==> src/rtl/pfd_lock_pkg.sv <==
package pfd_lock_pkg;
  typedef enum logic [1:0] {
    PH_IDLE = 2'd0,
    PH_REF  = 2'd1,
    PH_FB   = 2'd2
  } phase_e;
endpackage

==> src/rtl/pfd_core.sv <==
module pfd_core
  import pfd_lock_pkg::*;
#(
  parameter int ERR_W = 6
) (
  input  logic             clk,
  input  logic             rst,
  input  logic             sleep_i,
  input  logic             fc_i,
  input  logic             ref_i,
  input  logic             fb_i,
  output logic             up_o,
  output logic             dn_o,
  output logic             done_o,
  output logic [ERR_W-1:0] meas_o,
  output logic             lead_d_o,
  output logic [ERR_W-1:0] run_cnt_o
);
  localparam logic [ERR_W-1:0] CNT_MAX = '1;

  phase_e           ph_q, ph_d;
  logic [ERR_W-1:0] cnt_q, cnt_d;
  logic             pair_ev;

  assign pair_ev = ref_i & fb_i;

  always_comb begin
    ph_d   = ph_q;
    done_o = 1'b0;
    meas_o = '0;
    if (sleep_i) begin
      ph_d = PH_IDLE;
    end else if (pair_ev) begin
      ph_d   = PH_IDLE;
      done_o = 1'b1;
      meas_o = (ph_q == PH_IDLE) ? '0 : cnt_q;
    end else if (ref_i) begin
      if (ph_q == PH_FB) begin
        ph_d   = PH_IDLE;
        done_o = 1'b1;
        meas_o = cnt_q;
      end else begin
        ph_d = PH_REF;
      end
    end else if (fb_i) begin
      if (ph_q == PH_REF) begin
        ph_d   = PH_IDLE;
        done_o = 1'b1;
        meas_o = cnt_q;
      end else begin
        ph_d = PH_FB;
      end
    end
  end

  always_comb begin
    if (ph_d == PH_IDLE)      cnt_d = '0;
    else if (ph_q == PH_IDLE) cnt_d = {{(ERR_W-1){1'b0}}, 1'b1};
    else if (cnt_q == CNT_MAX) cnt_d = cnt_q;
    else                      cnt_d = cnt_q + 1'b1;
  end

  assign lead_d_o  = (ph_d != PH_IDLE);
  assign run_cnt_o = cnt_d;

  always_ff @(posedge clk) begin
    if (rst) begin
      ph_q  <= PH_IDLE;
      cnt_q <= '0;
      up_o  <= 1'b0;
      dn_o  <= 1'b0;
    end else begin
      ph_q  <= ph_d;
      cnt_q <= cnt_d;
      up_o  <= (pair_ev & ~sleep_i) | ((ph_d == PH_REF) & fc_i) | ((ph_d == PH_FB) & ~fc_i);
      dn_o  <= (pair_ev & ~sleep_i) | ((ph_d == PH_REF) & ~fc_i) | ((ph_d == PH_FB) & fc_i);
    end
  end
endmodule

==> src/rtl/lock_tracker.sv <==
module lock_tracker #(
  parameter int ERR_W        = 6,
  parameter int UNLOCK_TICKS = 2,
  parameter int LOCK_TICKS   = 4,
  parameter int LOCK_CYCLES  = 3
) (
  input  logic             clk,
  input  logic             rst,
  input  logic             sleep_i,
  input  logic             done_i,
  input  logic [ERR_W-1:0] meas_i,
  input  logic             lead_i,
  input  logic [ERR_W-1:0] run_cnt_i,
  output logic             locked_o
);
  localparam int GW = $clog2(LOCK_CYCLES + 1);
  localparam logic [ERR_W-1:0] UNL  = ERR_W'(UNLOCK_TICKS);
  localparam logic [ERR_W-1:0] LKT  = ERR_W'(LOCK_TICKS);
  localparam logic [GW-1:0]    GOAL = GW'(LOCK_CYCLES);

  logic [GW-1:0] good_q;
  logic [GW-1:0] good_inc;
  logic          lose;

  assign good_inc = good_q + 1'b1;
  assign lose     = (lead_i && run_cnt_i >= UNL) || (done_i && meas_i >= UNL);

  always_ff @(posedge clk) begin
    if (rst || sleep_i) begin
      locked_o <= 1'b0;
      good_q   <= '0;
    end else if (locked_o) begin
      if (lose) begin
        locked_o <= 1'b0;
        good_q   <= '0;
      end
    end else if (done_i) begin
      if (meas_i <= LKT) begin
        if (good_inc >= GOAL) begin
          locked_o <= 1'b1;
          good_q   <= '0;
        end else begin
          good_q <= good_inc;
        end
      end else begin
        good_q <= '0;
      end
    end
  end
endmodule

==> src/rtl/dual_pfd_lock.sv <==
module dual_pfd_lock #(
  parameter int N_CH         = 2,
  parameter int ERR_W        = 6,
  parameter int UNLOCK_TICKS = 2,
  parameter int LOCK_TICKS   = 4,
  parameter int LOCK_CYCLES  = 3
) (
  input  logic            clk,
  input  logic            rst,
  input  logic [N_CH-1:0] sleep_i,
  input  logic [N_CH-1:0] fc_i,
  input  logic [N_CH-1:0] ref_i,
  input  logic [N_CH-1:0] fb_i,
  output logic [N_CH-1:0] up_o,
  output logic [N_CH-1:0] dn_o,
  output logic            lock_o
);
  logic [N_CH-1:0] ch_lock;

  for (genvar c = 0; c < N_CH; c++) begin : g_ch
    logic             done;
    logic             lead;
    logic [ERR_W-1:0] meas;
    logic [ERR_W-1:0] run_cnt;

    pfd_core #(.ERR_W(ERR_W)) u_core (
      .clk(clk), .rst(rst), .sleep_i(sleep_i[c]), .fc_i(fc_i[c]),
      .ref_i(ref_i[c]), .fb_i(fb_i[c]), .up_o(up_o[c]), .dn_o(dn_o[c]),
      .done_o(done), .meas_o(meas), .lead_d_o(lead), .run_cnt_o(run_cnt)
    );

    lock_tracker #(
      .ERR_W(ERR_W), .UNLOCK_TICKS(UNLOCK_TICKS),
      .LOCK_TICKS(LOCK_TICKS), .LOCK_CYCLES(LOCK_CYCLES)
    ) u_lock (
      .clk(clk), .rst(rst), .sleep_i(sleep_i[c]), .done_i(done),
      .meas_i(meas), .lead_i(lead), .run_cnt_i(run_cnt), .locked_o(ch_lock[c])
    );
  end

  always_ff @(posedge clk) begin
    if (rst) lock_o <= 1'b0;
    else     lock_o <= &(ch_lock | sleep_i);
  end
endmodule

==> config.mk <==
export PLATFORM = sky130hd
export DESIGN_NAME = dual_pfd_lock
export DESIGN_NICKNAME = d
export VERILOG_FILES = /design/src/rtl/pfd_lock_pkg.sv /design/src/rtl/pfd_core.sv /design/src/rtl/lock_tracker.sv /design/src/rtl/dual_pfd_lock.sv
export SDC_FILE = /design/constraint.sdc
export NUM_CORES = 1
export LEC_CHECK = 0
export BUFFER_PORTS_ARGS = -buffer_cell sky130_fd_sc_hd__buf_2
export CELL_PAD_IN_SITES_DETAIL_PLACEMENT = 0
export CELL_PAD_IN_SITES_GLOBAL_PLACEMENT = 1
export CORE_MARGIN = 2
export CORE_UTILIZATION = 39
export DETAILED_ROUTE_END_ITERATION = 6
export GPL_TIMING_DRIVEN = 1
export PLACE_DENSITY = 0.77
export SLEW_MARGIN = 20
export SYNTH_ARGS = -nofsm -noshare
export SYNTH_HDL_FRONTEND = slang
export SYNTH_SLANG_ARGS = --single-unit
==> constraint.sdc <==
create_clock -name clk -period 2.7 [get_ports clk]
set_input_delay 0.27 -clock clk [delete_from_list [all_inputs] [get_ports clk]]
set_output_delay 0.27 -clock clk [all_outputs]
set_load 0.02 [all_outputs]
==> flow_summary.ini, run 1 <==
[clock_network]
cts-htree-levels = 1
path_clk_slew_ps = 90
cts_buffers = 3
postCtsHoldBufs = 0
cts_sinks = 27
ctsResizeCount = 0
clock_latency_ps = 270
postCtsSetupRepairBufs = 0
cts_buffer_depth = 2
ctsRootBufferMaster = clkbuf_8
cts_tree = yes

[setup_path]
timing.rr.end = g_ch[1].u_lock.good_q[1]
worstPathRequired_ps = 2860
reg2reg_depth = 7
reg2reg_from = g_ch[1].u_core.cnt_q[1]
critPathMaxFanout = 6
crit_arrival_ps = 2290
critical_path_class = register to register
endpoint_kind = register
reg2reg_slack_ps = 570
cp-start-kind = register

[sta]
worst_pin_slew_ps = 446
relSlewSlack = 0.703
hold_viol = 0
fin_skew_ps = 7.08
tns_ps = 0
fmax_mhz = 469
fin_crit_sh = 0.791
rsz0062_at_grt = false
setup_violations = 0
period_minus_slack_ps = 2130
drv_slew = 0

[min_path]
hold-path-endpoint = g_ch[0].u_core.dn_o
holdPathStages = 3
hold_class = input pin to register
hp-start = fc_i[0]

[drt]
vias = 1392
drt-pass1-iter-count = 4
avgRoutedWirePerCell_um = 12.2
ant_nets = 0
drt-total-wl_um = 3140
drc_errors = 0
via_per_inst = 5.42
drt_first_iter_violations = 100

[synthesis]
synth_top_family_by_area = simple AND/OR/NAND/NOR gates
synth-seq-cells = 27
synth.area.top_cells = dfxtp_1 33%, a21oi_1 4.9%, nor3_1 4.9%, nor2_1 4.1%, buf_6 3.4%
ys.warnings.count = 0
synth_cell_type_count = 54
synth_xor_area_frac = 0.0266
netlist_area_um2 = 1650
synth_edf_count = 0
async_flop_share = 0
yosysMostFrequentCell = dfxtp_1
synth_area_per_cell_um2 = 8.16
synthAdderAreaFrac = 0.0152
synth_top_cell_area_share = 0.328
synthFlopType = dfxtp_1
synth_fp_nets = 214
synth_commonest_cells = 27 x dfxtp_1, 18 x nor2_1, 16 x a21oi_1, 16 x nor3_1, 13 x nand2_1
synth_compound_area_frac = 0.217
synthSimpleGateAreaFrac = 0.307
netlist_instances = 202
synth_mux_area_frac = 0.0243
synth_area_leader_cell = dfxtp_1
ys_seq_area_frac = 0.328

[global_routing]
first_global_vias = 1238
antenna_found_initial = 0
overflow = 0
grt_max_degree = 15
grt_pass1_wl_um = 5610
track_usage = 0.138

[finish]
synthToLayoutAreaGrowth_pct = 4.63
fin_area_um2 = 1730
multi_input_area_um2 = 973
nNetsFinal = 220
register_area_um2 = 541
drive_above_1_share = 0.140
n_antenna_cell = 0
n_fill_cell = 424

[status]
status = finished, final reports clean

[floorplanning]
start_util = 0.409
die_h_um = 69.0
die_x_um = 69.0
design.core.area_um2 = 4030
ios = 15
dieArea_um2 = 4760
rows = 23

[placement]
placed_cell_area_um2 = 1680
gp_congestion = 0.778
io_buffers = 14
dp_hpwl_um = 2320

[power_and_ir_drop]
ir_worst_vdd_uv = 312
power_density_nw_per_um2 = 412
power_leakage_nw = 0.590

[run]
cap_violations = 0
worst max path at each step:
stage / endpoint / cells past startpoint / startpoint / slack [ps]
after global routing: g_ch[1].u_lock.good_q[0] / 7 / g_ch[1].u_core.cnt_q[1] / 370
after global placement: g_ch[1].u_lock.good_q[0] / 7 / g_ch[1].u_core.cnt_q[1] / 680
after detailed placement: g_ch[1].u_lock.good_q[0] / 7 / g_ch[1].u_core.cnt_q[1] / 600
after floorplan: g_ch[1].u_lock.good_q[1] / 7 / g_ch[1].u_core.cnt_q[1] / 820
final: g_ch[1].u_lock.good_q[1] / 7 / g_ch[1].u_core.cnt_q[1] / 570
after CTS: g_ch[1].u_lock.good_q[0] / 7 / g_ch[1].u_core.cnt_q[1] / 600
worst max-delay path: stages (launching register included):
cell and delay (ps):
dfxtp_1 460, ha_1 320, nand4_1 140, o21ai_0 240, a21oi_1 130, o41ai_2 460
mux2i_1 230, nor2_1 50
layout make-up:
class / count / share of cell area
multi-input cells: 153 / 0.564
flip-flops and latches: 27 / 0.313
repair buffers: 14 / 0.0406
well taps: 50 / 0.0363
clock buffers: 4 / 0.0261
inverters: 9 / 0.0196
power by group:
part | switching [mW] | leakage (nW) | internal, mW
logic | 0.0453 | 0.348 | 0.0301
registers | 0.00688 | 0.219 | 0.406
clock network | 0.117 | 0.0228 | 0.105
total | 0.170 | 0.590 | 0.542
cells by family (layout without fill, tap and decap cells):
family,Yosys count,count (layout)
fa+ha+maj,2,2
xor+xnor,5,5
buf+inv,22,27
flops,27,27
mux,4,4
compound gates,54,54
simple gates,88,88
layer usage:
| metal | wire (µm) | share of wire | track usage | vias up |
|---|---|---|---|---|
| li1 | - | - | - | 750 |
| met1 | 1630 | 0.52 | 0.201 | 620 |
| met2 | 1370 | 0.44 | 0.210 | 20 |
| met3 | 117 | 0.037 | 0.0365 | 2 |
| met4 | 17 | 0.0054 | 0.0196 | 0 |
| met5 | 0 | 0 | 0 | - |
layout by cell type, fill, tap and decap left out, types with 2 or more instances in the layout:
master	n
o21ai_0	9
dfxtp_1	27
buf_2	14
or2_1	2
nor3_1	16
inv_1	9
a21oi_1	16
o211ai_1	2
xor2_1	3
and2b_2	2
and3_1	2
nand3_1	3
o22ai_1	2
nand2_1	13
nor2_1	18
o21a_1	2
mux2i_1	4
nand4_1	4
nor4_1	4
nor2b_1	4
o22a_1	2
a31oi_1	6
or3_1	2
clkbuf_8	3
xnor2_1	2
a211oi_1	4
a221oi_1	2
ha_1	2
nand2b_1	3
metrics by stage:
step / std cells / util / setup slack (ps) / power (mW) / hold WS (ps)
after floorplan: 202 / - / 817 / 0.481 / 342
after global placement: 253 / 0.417 / 684 / 0.499 / 466
after detailed placement: 253 / 0.417 / 605 / 0.498 / 460
after CTS: 257 / 0.428 / 598 / 0.727 / 253
after global routing: 257 / 0.428 / 367 / 0.755 / 280
final: 257 / 0.428 / 566 / 0.711 / 256
flip-flops by register name (all words and copies together) (netlist names):
name                  flops
g_ch.u_core.cnt_q        12
g_ch.u_core.ph_q          4
g_ch.u_lock.good_q        4
g_ch.u_core.dn_o          2
g_ch.u_core.up_o          2
g_ch.u_lock.locked_o      2
lock_o                    1
Note: power is estimated with default switching activity, not from simulation.
==> run 2: changes to the inputs <==
--- a/config.mk
+++ b/config.mk
@@ -5,14 +5,15 @@
 export SDC_FILE = /design/constraint.sdc
 export NUM_CORES = 1
 export LEC_CHECK = 0
+export ABC_AREA = 1
 export BUFFER_PORTS_ARGS = -buffer_cell sky130_fd_sc_hd__buf_2
 export CELL_PAD_IN_SITES_DETAIL_PLACEMENT = 0
 export CELL_PAD_IN_SITES_GLOBAL_PLACEMENT = 1
 export CORE_MARGIN = 2
-export CORE_UTILIZATION = 39
+export CORE_UTILIZATION = 37
 export DETAILED_ROUTE_END_ITERATION = 6
 export GPL_TIMING_DRIVEN = 1
-export PLACE_DENSITY = 0.77
+export PLACE_DENSITY = 0.8
 export SLEW_MARGIN = 20
 export SYNTH_ARGS = -nofsm -noshare
 export SYNTH_HDL_FRONTEND = slang
==> constraint.sdc (replaced) <==
create_clock -name clk -period 1.85 [get_ports clk]
set_input_delay 0.185 -clock clk [delete_from_list [all_inputs] [get_ports clk]]
set_output_delay 0.185 -clock clk [all_outputs]
set_load 0.02 [all_outputs]
==> flow_summary.ini, run 2 <==
[setup_path]
worst_path_largest_cell_delay_ps = 350
reg2reg_depth = 11
crit_arrival_ps = 1820
critPathMaxFanout = 6
critical_path_class = register to register
cp_num_cells = 11
path_cells = ha_2 > nand2_2 > nor2_4 > nand2_2 > nand3_1 > nand3_1 > nand2_1 > nor2_2 > nand3_2 > a21oi_1 > nor2_1
worstPathRequired_ps = 2020
cp-start-kind = register
path_buf_inv = 0
crit_slowest_cell = dfxtp_2
endpoint_kind = register
crit_family = simple AND/OR/NAND/NOR gates

[sta]
period_minus_slack_ps = 1650
setup_slack_ps = 200
hold_viol = 0
fin_skew_ps = 10.2
fin_crit_sh = 0.892
setup_violations = 0
fmax_mhz = 606
worst_pin_slew_ps = 349
drv_slew = 0
tns_ps = 0
rsz0062_at_grt = false
relSlewSlack = 0.767
timing.hold.ws_ps = 193

[power_and_ir_drop]
p_int_uw = 793
ir_worst_vdd_uv = 495
p_comb_frac = 0.124
power_density_nw_per_um2 = 593
power_frac_clock = 0.318
switching_share = 0.265
switching_power_uw = 286
pwr-share-seq = 0.558
power_leakage_nw = 0.910
power.total_mw = 1.08

[drt]
drt-pass1-iter-count = 4
drt-total-wl_um = 3350
drc_errors = 0
via_per_inst = 4.78
avgRoutedWirePerCell_um = 10.2
drt_first_iter_violations = 59
vias = 1562
ant_nets = 0

[floorplanning]
design.core.area_um2 = 4350
die_x_um = 71.0
rows = 24
dieArea_um2 = 5040
ios = 15
die_h_um = 71.0
start_util = 0.382

[clock_network]
cts_sinks = 27
cts_buffer_depth = 2
clock_latency_ps = 280
postCtsSetupRepairBufs = 0
cts_tree = yes
cts_buffers = 3
cts-htree-levels = 1
ctsRootBufferMaster = clkbuf_8
path_clk_slew_ps = 100

[finish]
nNetsFinal = 288
fin_util = 0.418
regMostFlops = g_ch.u_core.cnt_q
layout_common_cells = 50 x nand2_1, 46 x nor2_1, 37 x inv_1, 33 x nand3_1, 24 x dfxtp_1
fin_area_um2 = 1820
n_antenna_cell = 0
largest_registers = g_ch.u_core.cnt_q: 12 flops, g_ch.u_core.ph_q: 4 flops, g_ch.u_lock.good_q: 4 flops
synthToLayoutAreaGrowth_pct = 9.49
n_fill_cell = 467
layout_commonest_cell = nand2_1
instances_no_fill = 327
drive_above_1_share = 0.164
largest_reg_flops = 12

[placement]
placed_cell_area_um2 = 1760
dp_hpwl_um = 2660
dp_slack_ps = 173
gp_congestion = 0.786
placedCellCount = 323
io_buffers = 14

[synthesis]
synth_fp_nets = 274
yosysMostFrequentCell = nand2_1
synth_area_leader_cell = dfxtp_1
synth.area.top_cells = dfxtp_1 33%, nand2_1 11%, nor2_1 10%, nand3_1 9.9%, inv_1 8.4%
synth_cell_type_count = 30
synth_edf_count = 0
ys_seq_area_frac = 0.325
synth_top_cell_area_share = 0.325
synth-seq-cells = 27
synth_commonest_cells = 50 x nand2_1, 46 x nor2_1, 37 x inv_1
synthFlopType = dfxtp_1
ys.warnings.count = 0
async_flop_share = 0
netlist_instances = 262
netlist_area_um2 = 1660
synth_area_per_cell_um2 = 6.34

[min_path]
holdPathStages = 3
hold_class = input pin to register

[global_routing]
overflow = 0
first_global_vias = 1522
track_usage = 0.155
antenna_found_initial = 0
grt_max_degree = 18
grt_pass1_wl_um = 6270

[run]
cap_violations = 0

[status]
status = finished, final reports clean
==> run 2: cell count changes in the layout (fill, tap and decap cells not counted), sizes merged, moves of 6 or more <==
cell and delta:
inv +31, nand3 +33, a21oi -10, nor3 -16, nor2b -6, nand2 +46
nor2 +32, a31oi -6
==> run 2: cells by family after synthesis <==
kind of cell	Yosys count	synth area share
AOI/OAI and AO/OA	31	0.105
DFF	27	0.325
adders and majority gates	2	0.0151
buffers and inverters	47	0.120
xor gates and xnor gates	3	0.0158
and+or+nand+nor	152	0.418
==> run 2: final cells by class <==
| type | count | area, µm² | share of cell area |
|---|---|---|---|
| inverter | 40 | 150 | 0.0825 |
| tap | 52 | 65.1 | 0.0358 |
| clock inverter | 1 | 7.51 | 0.00413 |
| timing repair buffer | 16 | 85.1 | 0.0468 |
| sequential | 27 | 544 | 0.299 |
| multi-input combinational | 188 | 926 | 0.509 |
| clock buffer | 3 | 41.3 | 0.0227 |
==> run 2: power groups by stage <==
stage                     logic [mW]  registers, mW  clock network, mW
final                          0.134          0.603              0.343
after global routing           0.156          0.605              0.386
after CTS                      0.135          0.602              0.366
after detailed placement       0.134          0.616                  0
after global placement         0.135          0.616                  0
after floorplan               0.0966          0.616                  0
==> run 2: final timing paths <==
path                                                  to  slack, ps                      from
worst min register to register   g_ch[1].u_lock.locked_o        510  g_ch[1].u_lock.good_q[1]
worst max-delay path            g_ch[1].u_lock.good_q[1]        200   g_ch[1].u_core.cnt_q[1]
worst max register to register  g_ch[1].u_lock.good_q[1]        200   g_ch[1].u_core.cnt_q[1]
worst min-delay path                              lock_o        190                sleep_i[0]
==> run 2: routing by layer <==
metal	track usage	vias up	share of wire
li1	-	858	-
met1	0.186	685	0.50
met2	0.268	15	0.46
met3	0.0399	4	0.025
met4	0.0524	0	0.013
met5	0	-	0
==> run 2: worst register-to-register path: cells and delay by family (launching register included) <==
| kind | cells | cell delay (ps) |
|---|---|---|
| AOI/OAI and AO/OA | 1 | 160 |
| adders and majority gates | 1 | 190 |
| and+or+nand+nor | 9 | 840 |
| DFF | 1 | 350 |
==> run 2: what timing repair did <==
action	4_1_cts	5_1_grt
endpoints found under the setup margin	0	4
resized for setup	0	5
hold buffers	0	0
